--- config.mk ---
export PLATFORM = sky130hd
export DESIGN_NAME = clkstop_ctrl
export DESIGN_NICKNAME = d
export VERILOG_FILES = /design/src/rtl/clkstop_pkg.sv /design/src/rtl/clkstop_retstack.sv /design/src/rtl/clkstop_restart.sv /design/src/rtl/clkstop_enables.sv /design/src/rtl/clkstop_ctrl.sv
export SDC_FILE = /design/constraint.sdc
export NUM_CORES = 1
export LEC_CHECK = 0
export BUFFER_PORTS_ARGS = -buffer_cell sky130_fd_sc_hd__buf_4
export CAP_MARGIN = 20
export CORE_AREA = 5 5 53 55
export CTS_CLUSTER_SIZE = 28
export DETAILED_ROUTE_END_ITERATION = 7
export DIE_AREA = 0 0 58 60
export PLACE_DENSITY = 0.79
export SKIP_LAST_GASP = 1
export SYNTH_ARGS = -nofsm -noshare
export SYNTH_HDL_FRONTEND = slang
export SYNTH_SLANG_ARGS = --single-unit
--- constraint.sdc ---
create_clock -name clk -period 3.2 [get_ports clk]
set_input_delay 0.16 -clock clk [delete_from_list [all_inputs] [get_ports clk]]
set_output_delay 0.16 -clock clk [all_outputs]
set_load 0.02 [all_outputs]
--- src/rtl/clkstop_pkg.sv ---
// Shared types for the stop-clock controller.
// Assumes: state codes are visible at the top-level port and must not move.
package clkstop_pkg;
    typedef enum logic [2:0] {
        CS_RUN   = 3'd0,
        CS_HALT  = 3'd1,
        CS_GRANT = 3'd2,
        CS_SNOOP = 3'd3,
        CS_OFF   = 3'd4
    } cs_state_e;
endpackage

--- src/rtl/clkstop_retstack.sv ---
// Return stack for temporary clocking states.
// Pushes the state being left and pops the state to resume.
// Assumes: push and pop are never high together. Popping an empty stack yields run.
module clkstop_retstack
    import clkstop_pkg::*;
#(
    parameter int DEPTH = 2
) (
    input  logic      clk,
    input  logic      rst_n,
    input  logic      push,
    input  logic      pop,
    input  cs_state_e push_st,
    output cs_state_e top_st
);
    cs_state_e ent_q [DEPTH];

    // Shift entries down on push and up on pop. Reset clears every entry to run.
    always_ff @(posedge clk) begin
        if (!rst_n) begin
            for (int i = 0; i < DEPTH; i++) ent_q[i] <= CS_RUN;
        end else if (push) begin
            ent_q[0] <= push_st;
            for (int i = 1; i < DEPTH; i++) ent_q[i] <= ent_q[i-1];
        end else if (pop) begin
            for (int i = 0; i < DEPTH - 1; i++) ent_q[i] <= ent_q[i+1];
            ent_q[DEPTH-1] <= CS_RUN;
        end
    end

    assign top_st = ent_q[0];
endmodule

--- src/rtl/clkstop_restart.sv ---
// Restart window timer for the clock-off state.
// Counts consecutive cycles of 'run' and flags the last one.
// Assumes: CYCLES >= 2. 'run' dropping clears the count.
module clkstop_restart #(
    parameter int CYCLES = 1000
) (
    input  logic clk,
    input  logic rst_n,
    input  logic run,
    output logic done
);
    localparam int CW = $clog2(CYCLES + 1);
    localparam logic [CW-1:0] LAST = CW'(CYCLES - 1);

    logic [CW-1:0] cnt_q;

    // Advance while run is high, otherwise hold at zero.
    always_ff @(posedge clk) begin
        if (!rst_n || !run) cnt_q <= '0;
        else if (cnt_q != LAST) cnt_q <= cnt_q + 1'b1;
    end

    assign done = run && (cnt_q == LAST);
endmodule

--- src/rtl/clkstop_enables.sv ---
// Per-state clock and execution enable decode.
// Assumes: state is the registered controller state, so the outputs are glitch-free per cycle.
module clkstop_enables
    import clkstop_pkg::*;
(
    input  cs_state_e st,
    output logic      pll_en,
    output logic      mclk_en,
    output logic      exec_en
);
    // Decode the enables from the state code.
    always_comb begin
        pll_en  = (st != CS_OFF);
        mclk_en = (st == CS_RUN) || (st == CS_HALT) || (st == CS_SNOOP);
        exec_en = (st == CS_RUN);
    end
endmodule

--- src/rtl/clkstop_ctrl.sv ---
// Stop-clock power state controller (top).
// Sequences run, halted, stop granted, snoop and clock off.
// Temporary states resume through a return stack.
// Assumes: inputs are synchronous to clk. The external clock loss is given as ext_clk_ok.
module clkstop_ctrl
    import clkstop_pkg::*;
#(
    parameter int RESTART_CYCLES = 1000,
    parameter int STACK_DEPTH    = 2
) (
    input  logic       clk,
    input  logic       rst_n,
    input  logic       stop_req,
    input  logic       insn_done,
    input  logic       halt_stb,
    input  logic       irq_intr,
    input  logic       irq_nmi,
    input  logic       irq_smi,
    input  logic       irq_reset,
    input  logic       irq_init,
    input  logic       irq_flush,
    input  logic       inq_stb,
    input  logic       coh_done,
    input  logic       ext_clk_ok,
    input  logic       hold_req,
    output logic [2:0] cur_state,
    output logic       pll_en,
    output logic       mclk_en,
    output logic       exec_en,
    output logic       sg_cycle,
    output logic       hlda
);
    cs_state_e st_q, st_d, ret_st;
    logic pend_q, pend_d, sg_q, sg_d, hlda_q, hlda_d;
    logic push, pop, restart_done;
    logic wake_irq, any_irq, stop_ok;

    assign wake_irq = irq_intr | irq_nmi | irq_smi | irq_reset | irq_init;
    assign any_irq  = wake_irq | irq_flush;
    assign stop_ok  = stop_req & ~any_irq;

    clkstop_retstack #(.DEPTH(STACK_DEPTH)) u_stack (
        .clk(clk), .rst_n(rst_n), .push(push), .pop(pop),
        .push_st(st_q), .top_st(ret_st)
    );

    clkstop_restart #(.CYCLES(RESTART_CYCLES)) u_restart (
        .clk(clk), .rst_n(rst_n), .run((st_q == CS_OFF) && ext_clk_ok),
        .done(restart_done)
    );

    clkstop_enables u_en (
        .st(st_q), .pll_en(pll_en), .mclk_en(mclk_en), .exec_en(exec_en)
    );

    // Next-state, stack control and stop-grant strobe selection.
    always_comb begin
        st_d   = st_q;
        pend_d = pend_q;
        sg_d   = 1'b0;
        push   = 1'b0;
        pop    = 1'b0;
        unique case (st_q)
            CS_RUN: begin
                if (pend_q) begin
                    st_d = CS_GRANT; push = 1'b1; pend_d = 1'b0;
                end else if (halt_stb) begin
                    st_d = CS_HALT;
                end else if (stop_ok && insn_done) begin
                    pend_d = 1'b1; sg_d = 1'b1;
                end
            end
            CS_HALT: begin
                if (pend_q) begin
                    st_d = CS_GRANT; push = 1'b1; pend_d = 1'b0;
                end else if (wake_irq) begin
                    st_d = CS_RUN;
                end else if (inq_stb) begin
                    st_d = CS_SNOOP; push = 1'b1;
                end else if (stop_ok) begin
                    pend_d = 1'b1; sg_d = 1'b1;
                end
            end
            CS_GRANT: begin
                if (inq_stb) begin
                    st_d = CS_SNOOP; push = 1'b1;
                end else if (!ext_clk_ok) begin
                    st_d = CS_OFF; push = 1'b1;
                end else if (!stop_req) begin
                    st_d = ret_st; pop = 1'b1;
                end
            end
            CS_SNOOP: begin
                if (coh_done) begin
                    st_d = ret_st; pop = 1'b1;
                end
            end
            CS_OFF: begin
                if (restart_done) begin
                    st_d = ret_st; pop = 1'b1;
                end
            end
            default: st_d = CS_RUN;
        endcase
    end

    // Hold acknowledge: needs a running clock to be granted in clock off, but drops without one.
    assign hlda_d = hold_req && (hlda_q || (st_q != CS_OFF) || ext_clk_ok);

    // State, pending flag, strobe and acknowledge registers.
    always_ff @(posedge clk) begin
        if (!rst_n) begin
            st_q   <= CS_RUN;
            pend_q <= 1'b0;
            sg_q   <= 1'b0;
            hlda_q <= 1'b0;
        end else begin
            st_q   <= st_d;
            pend_q <= pend_d;
            sg_q   <= sg_d;
            hlda_q <= hlda_d;
        end
    end

    assign cur_state = st_q;
    assign sg_cycle  = sg_q;
    assign hlda      = hlda_q;
endmodule

== After elaboration in Yosys (flattened, before gate mapping) ==
Memories as Yosys holds them, arrays and structs flattened.
Cells that the tools add are included.
Widths: inputs -> output; s select.

* Bits in read-only memories: 0
* Output and inout port bits: 8
* Memories: 1
* Register bits after elaboration: 16
* RAM bits: 6
* Latch bits: 0
* Input port bits: 15

{| class="wikitable"
|+ Memory list
! name !! words !! width !! rd ports !! clocked after memory_dff !! wr ports !! line !! source
|-
| u_stack.ent_q || 2 || 3 || 2 || 0 || 2 || clkstop_retstack.sv:16 || <nowiki>cs_state_e ent_q [DEPTH];</nowiki>
|}

* Eq/ne operators: 12
* Shifts and indexed selects: 0
* Bitwise gates (word level): 11
* Muxes and demuxes: 45
* Div/mod/pow operators: 0
* Multiply operators: 0
* Reduce and logical (&&, ||, !) cells: 14
* Order comparisons: 0
* Add/subtract/negate cells: 1

{| class="wikitable"
|+ Operators by type and width
! kind !! count
|-
| $mux 3 || 14
|-
| $mux 1 || 26
|-
| $pmux 3 s5 || 1
|-
| $add 10x1->10 const B || 1
|-
| $eq 10x10->1 const B || 1
|-
| $ne 10x10->1 const B || 1
|-
| $or 1x1->1 || 9
|-
| $ne 4x4->1 const B || 2
|-
| $eq 3x2->1 const B || 2
|-
| $pmux 1 s3 || 2
|-
| $logic_or 1x1->1 || 5
|-
| $reduce_and 5->1 || 1
|-
| $logic_and 1x1->1 || 4
|-
| $ne 2x2->1 const B || 2
|-
| $pmux 1 s2 || 2
|-
| $eq 3x1->1 const B || 1
|-
| $eq 3x3->1 const B || 1
|-
| $logic_not 3->1 || 1
|-
| $ne 3x2->1 const B || 1
|-
| $ne 3x3->1 const B || 1
|-
| $logic_not 1->1 || 2
|-
| $reduce_bool 2->1 || 1
|-
| $and 1x1->1 || 1
|-
| $not 1->1 || 1
|}

== Depth between registers and ports, before layout ==
Gate-level depths: netlist of run 1.

* Depth after elaboration: 12
* Depth in mapped cells: 7
* Gate-level depth less buffers: 6

== Modules after synthesis ==
A second synthesis of run 1 with hierarchy kept.

* Cell total of the unflattened synthesis: 147
* Area total of the unflattened synthesis: 1,312.5 um2

{| class="wikitable"
|+ By module, submodules not included
! module !! seq. area each (um2) !! cells each !! instances !! area each (um2)
|-
| clkstop_ctrl || 120.1 || 70 || 1 || 535.5
|-
| clkstop_restart || 200.2 || 54 || 1 || 470.5
|-
| clkstop_retstack || 180.2 || 18 || 1 || 281.5
|-
| clkstop_enables || 0.0 || 5 || 1 || 25.0
|}

== Least setup slack after synthesis of run 1 ==
OpenSTA, ideal clock, no wires.

* Path type: register -> register
* Start point: reg u_restart.cnt_q[0]
* End point: mem u_stack.ent_q[0][0] in the netlist's numbering, enable pin
* Data required time: 2.916 ns
* Stages on the path, launching flop included: 7
* Period minus slack after synthesis: 1.863 ns
* Slack: 1.337 ns
* Arrival time: 1.580 ns
* Setup time: 0.284 ns
* Cell sequence: dfxtp_1 > ha_1 > and2_1 > buf_2 > nand3_1 > o221ai_1 > or3_1

{| class="wikitable"
|+ RTL lines
! item !! line !! source
|-
| from (decl) || clkstop_restart.sv:15 || <nowiki>logic [CW-1:0] cnt_q;</nowiki>
|-
| from (signal assigned) || clkstop_restart.sv:20 || <nowiki>else if (cnt_q != LAST) cnt_q <= cnt_q + 1'b1;</nowiki>
|-
| to (decl) || clkstop_retstack.sv:16 ||
|}

==> summary.txt, run 1 <==
Status
  • Status: complete, no violations

Timing
  • RSZ-0062 raised after global routing: false
  • Maximum clock frequency: 0.469 GHz
  • Clock period minus worst slack: 2.13 ns
  • Layout Skew: 0.0129 ns
  • Slew @ Worst Pin: 0.663 ns
  • Setup violators final: 0
  • Setup_tns: 0 ns
  • Final Cycle Share: 66.7%
  • Final hold slack: 0.0997 ns
  • Hold Fails Final Rpt: 0
  • Slew headroom: 55.8%
  • Max-slew violations: 0
  • Post-route setup slack: 1.07 ns

Critical path
  • Crit path kind: flip-flop to flip-flop
  • Crit end category: flip-flop
  • CP arrival: 2.14 ns
  • CP required: 3.21 ns
  • Critical Path Start Type: flip-flop
  • CP Max Fanout: 15

Finish
  • Nets@finish: 176
  • Filler cells: 212
  • Layout area overhead: 18.1%
  • Diode count: 0
  • Final cell count without fillers: 189
  • Area of the multi-input gates: 714 um2
  • Final Util: 63.5%
  • Most common cell after layout, fill and taps aside: buf_4
  • Register area: 500 um2
  • Commonest cells after routing, fill and taps aside: buf_4, nor2_1, dfxtp_1, nand2_1, nand3_1
  • Layout cells sized above 1: 23.3%

GRT
  • Number of global-route vias before repair: 1,113
  • Initial antenna violation count: 0
  • Total Routing Usage GR: 17.9%
  • Largest net degree at the start of global routing: 21
  • First-pass GRT wire length: 4890 um
  • Total grt overflow: 0

Synth
  • Synth Net Count: 155
  • Post-Synthesis Cells: 139
  • EDFF count, synth: 6
  • Async set-reset flop share out of synthesis: 0%
  • Number of library cell types mapped by synthesis: 45
  • Leading area contributor after synthesis: dfxtp_1
  • Yosys reg bits: 22
  • Post-synthesis area per instance: 9.06 um2
  • Synth Cell Area: 1260 um2
  • Most used flip-flop cell after synthesis: dfxtp_1
  • Largest cells by area after synthesis: dfxtp_1, edfxtp_1, nor2_1
  • Synth warn: 0
  • Post-synth top area share: 25.4%
  • Sequential share of the synthesized area: 39.8%

Power and ir drop
  • NetSw: 0.000372 W
  • Power share of the combinational group: 37.7%
  • Worst VDD drop: 0.437 mV
  • PwrDens: 647 nW/um2
  • Internal power: 0.000590 W
  • Leakage: 0.537 nW
  • Sw Share: 38.7%
  • Reg power frac: 43.2%
  • Clock group share of total power: 19.1%

Detailed routing
  • Drt via density: 5.97
  • Routed WL: 2720 um
  • DRT Pass-1 Iters: 4
  • WL/cell: 14.4 um
  • 1st-iter DRT viols: 35
  • Total number of vias: 1,129
  • # DRC: 0
  • ANT nets after route: 0

Placement
  • Port Buffers: 22
  • Placer Congestion: 0.816
  • Worst slack, placed: 1.08 ns
  • Hpwl dp: 2060 um
  • Placed Instances: 184

CTS
  • Clk Tree Root Cell: clkbuf_4
  • TritonCTS clock tree: built
  • Post-CTS setup buffer count: 0
  • H-tree lvl count: 1
  • Clk_lat worst skew: 0.32 ns
  • Clk sink count: 22
  • Reg clk slew, reported paths: 0.12 ns
  • Post-CTS Resized: 0
  • CTS max path bufs: 2
  • Num CTS Buffers: 3
  • CTS Hold Buffers Added: 1

Die
  • Row cnt: 18
  • Die boundary width: 58 um
  • Die ar.: 3480 um2
  • Starting Density: 53.7%
  • Die Ht: 60 um
  • Top Ports: 23
  • Core Box Area: 2340 um2

Min path
  • Class of the worst hold path: input port to flip-flop

Flow run
  • Max Cap Viol: 0
==> per-stage QoR <==
step / total power, W / instance area (um2)
5_1_grt: 0.00102 / 1490
3_3_place_gp: 0.000775 / 1430
2_1_floorplan: 0.000663 / 1260
3_5_place_dp: 0.000781 / 1430
6_report: 0.000962 / 1490
4_1_cts: 0.000965 / 1490
==> flip-flops by register name, summed over array words and instances, names as in the netlist <==
name,count
u_restart.cnt_q,10
cur_state,3
u_stack.ent_q,6
pend_q,1
hlda,1
sg_cycle,1
==> critical path, cell delays in order (launching register included) <==
cell	delay (ns)
dfxtp_1	0.67
nor3b_2	0.46
nand2_1	0.09
o221ai_1	0.30
or3_1	0.31
==> cell usage after synthesis (3+ instances only) <==
| cell | instances |
|---|---|
| inv_1 | 3 |
| o21ai_0 | 4 |
| dfxtp_1 | 16 |
| nor3_1 | 3 |
| xor2_1 | 3 |
| nand3_1 | 9 |
| a31oi_1 | 3 |
| edfxtp_1 | 6 |
| a22oi_1 | 4 |
| nor2_1 | 18 |
| and3_1 | 5 |
| buf_2 | 5 |
| nor2b_1 | 4 |
| or3_1 | 3 |
| nand2_1 | 13 |
==> power groups by stage <==
stage / combinational [W] / sequential, W / clock (W)
6_report: 0.000363 / 0.000416 / 0.000184
5_1_grt: 0.000396 / 0.000424 / 0.000198
4_1_cts: 0.000364 / 0.000413 / 0.000188
3_5_place_dp: 0.000361 / 0.000420 / 0
3_3_place_gp: 0.000360 / 0.000415 / 0
2_1_floorplan: 0.000281 / 0.000382 / 0
==> final timing paths <==
check	from	endpoint	slack [ns]	cells past startpoint
setup / recovery	cur_state[2]$_SDFFE_PN0P_	u_stack.ent_q[0][2]$_DFFE_PP_	1.07	4
setup reg to reg	cur_state[2]$_SDFFE_PN0P_	u_stack.ent_q[0][2]$_DFFE_PP_	1.07	4
hold reg to reg	u_restart.cnt_q[6]$_SDFFE_PP0P_	u_restart.cnt_q[6]$_SDFFE_PP0P_	0.52	2
hold / removal	hold_req	hlda$_SDFF_PN0_	0.1	2
==> per-layer routing <==
metal	part of all wire (%)	wire, um	GRT usage (%)
met5	0	0	0
met3	8.8	239	3.24
met1	45	1230	23.2
met2	45	1230	29.2
met4	1.0	28	7.62
==> area by class of cell <==
class / count / area share (%)
tap: 30 / 2.53
timing repair buffer: 23 / 11.8
clock buffer: 4 / 3.20
sequential: 22 / 33.7
inverter: 3 / 0.758
multi-input combinational: 107 / 48.1
==> kinds of logic (layout without fill, tap and decap cells) <==
logic type,after synthesis,after routing,synth area share (%)
buf+inv,10,30,3.48
flops,22,22,39.8
fa+ha+maj,1,1,0.994
xor+xnor,5,5,3.48
simple gates,67,67,29.4
mux,2,2,1.59
compound gates,32,32,21.3
(Power assumes the default switching activity.)
==> run 2: changes to the inputs <==
--- a/config.mk
+++ b/config.mk
@@ -7,11 +7,11 @@
 export LEC_CHECK = 0
 export BUFFER_PORTS_ARGS = -buffer_cell sky130_fd_sc_hd__buf_4
 export CAP_MARGIN = 20
-export CORE_AREA = 5 5 53 55
+export CORE_AREA = 5 5 55 57
 export CTS_CLUSTER_SIZE = 28
 export DETAILED_ROUTE_END_ITERATION = 7
-export DIE_AREA = 0 0 58 60
-export PLACE_DENSITY = 0.79
+export DIE_AREA = 0 0 60 62
+export PLACE_DENSITY = 0.74
 export SKIP_LAST_GASP = 1
 export SYNTH_ARGS = -nofsm -noshare
 export SYNTH_HDL_FRONTEND = slang
==> constraint.sdc (replaced) <==
create_clock -name clk -period 2 [get_ports clk]
set_input_delay 0.1 -clock clk [delete_from_list [all_inputs] [get_ports clk]]
set_output_delay 0.1 -clock clk [all_outputs]
set_load 0.02 [all_outputs]
==> summary.txt, run 2 (synthesis results as in run 1) <==
Detailed routing
  • # DRC: 0
  • 1st-iter DRT viols: 63
  • DRT Pass-1 Iters: 4
  • Drt via density: 5.82
  • Total number of vias: 1,146
  • Routed WL: 2940 um
  • ANT nets after route: 0
  • WL/cell: 14.9 um

Status
  • Status: complete, no violations

Finish
  • Layout cells sized above 1: 27.5%
  • Area of the multi-input gates: 719 um2
  • Register area: 500 um2
  • Max reg flops: 10
  • Layout area overhead: 23.3%
  • Diode count: 0
  • Commonest cells after routing, fill and taps aside: buf_4, nor2_1, dfxtp_1, nand2_1, nand3_1
  • Final Util: 63.8%
  • Filler cells: 207
  • Most common cell after layout, fill and taps aside: buf_4
  • Nets@finish: 184
  • Register bank with the most flops: u_restart.cnt_q

Flow run
  • Max Cap Viol: 0

CTS
  • Reg clk slew, reported paths: 0.12 ns
  • Num CTS Buffers: 3
  • Post-CTS setup buffer count: 0
  • H-tree lvl count: 1
  • CTS max path bufs: 2
  • Clk sink count: 22
  • Clk_lat worst skew: 0.30 ns
  • TritonCTS clock tree: built
  • Clk Tree Root Cell: clkbuf_4

Power and ir drop
  • Leakage: 0.578 nW
  • Internal power: 0.00100 W
  • Sw Share: 38.0%
  • Worst VDD drop: 0.684 mV
  • Reg power frac: 38.5%
  • Clock group share of total power: 17.9%
  • Power share of the combinational group: 43.6%
  • PwrDens: 1040 nW/um2
  • NetSw: 0.000615 W

Die
  • Core Box Area: 2430 um2
  • Die ar.: 3720 um2
  • Top Ports: 23
  • Starting Density: 51.7%
  • Die Ht: 62 um
  • Die boundary width: 60 um
  • Row cnt: 18

Timing
  • Slew @ Worst Pin: 0.485 ns
  • Hold Fails Final Rpt: 0
  • Max-slew violations: 0
  • Clock period minus worst slack: 1.86 ns
  • Setup_tns: 0 ns
  • Layout Skew: 0.00139 ns
  • Final Cycle Share: 93.1%
  • Setup violators final: 0
  • Maximum clock frequency: 0.537 GHz
  • Post-route setup slack: 0.138 ns
  • RSZ-0062 raised after global routing: false
  • Slew headroom: 67.6%

Critical path
  • Crit path kind: flip-flop to flip-flop
  • FF-to-FF path depth: 5
  • Crit end category: flip-flop
  • CP Max Fanout: 14
  • Critical Path Start Type: flip-flop
  • CP arrival: 2.09 ns
  • CP required: 2.23 ns

GRT
  • First-pass GRT wire length: 4710 um
  • Total Routing Usage GR: 16.7%
  • Initial antenna violation count: 0
  • Total grt overflow: 0
  • Largest net degree at the start of global routing: 15
  • Number of global-route vias before repair: 1,062

Placement
  • Placer Congestion: 0.829
  • Port Buffers: 22
  • Worst slack, placed: 0.185 ns
  • Hpwl dp: 2270 um

Min path
  • Class of the worst hold path: input port to flip-flop
  • Cells on Worst Hold Path: 2
-- run 2: cell count changes in the layout (fill, tap and decap cells not counted), sizes merged --
cell	previous run	this run
buf	22	30
-- run 2: timing repair --
item	CTS	global route
hold buffers	1	0
gates resized for setup	0	1
endpoints found under the setup margin	0	6
endpoints found under the hold margin	1	0
-- run 2: path summary, 6_finish.rpt --
kind	from	endpoint	slack [ns]
setup / recovery	cur_state[1]$_SDFFE_PN0P_	cur_state[2]$_SDFFE_PN0P_	0.14
hold / removal	hold_req	hlda$_SDFF_PN0_	0.03
setup reg to reg	cur_state[1]$_SDFFE_PN0P_	cur_state[2]$_SDFFE_PN0P_	0.14
hold reg to reg	u_restart.cnt_q[5]$_SDFFE_PP0P_	u_restart.cnt_q[5]$_SDFFE_PP0P_	0.52
-- run 2: cell type report --
type                            instances  share of cell area, %
Multi-Input combinational cell        107                   46.4
Sequential cell                        22                   32.3
Timing Repair Buffer                   31                   15.2
Clock buffer                            4                   3.06
Tap cell                               30                   2.42
Inverter                                3                  0.726
-- run 2: critical path, cell delays in order, from the launching register on --
cell,delay [ns]
dfxtp_1,0.64
nor2_1,0.16
and3_1,0.23
a221oi_4,0.41
a21oi_2,0.11
a311oi_2,0.23
-- run 2: power by group through the flow --
| stage | clock network [W] | logic [W] | registers [W] |
|---|---|---|---|
| detailed placement | 0 | 0.000698 | 0.000631 |
| finish | 0.000290 | 0.000706 | 0.000623 |
| floorplan | 0 | 0.000450 | 0.000611 |
| global placement | 0 | 0.000683 | 0.000626 |
| CTS | 0.000301 | 0.000701 | 0.000620 |
| global route | 0.000319 | 0.000752 | 0.000634 |
-- run 2: per-stage QoR --
step                      hold slack, ns  cells  total power [W]  cell area (um2)
final                             0.0300    197          0.00162             1550
after detailed placement           0.286    192          0.00133             1490
after global routing              0.0322    197          0.00170             1550
after CTS                         0.0213    197          0.00162             1550
after global placement             0.283    192          0.00131             1490
after floorplan                    0.182    139          0.00106             1260
-- run 2: layer usage --
layer | track usage [%] | vias up | share of wire [%] | wire, um
met4 | 7.91 | 0 | 1.2 | 36
met3 | 3.10 | 4 | 7.1 | 209
li1 | - | 572 | - | -
met1 | 21.0 | 533 | 45 | 1330
met5 | 0 | - | 0 | 0
met2 | 27.6 | 37 | 46 | 1370
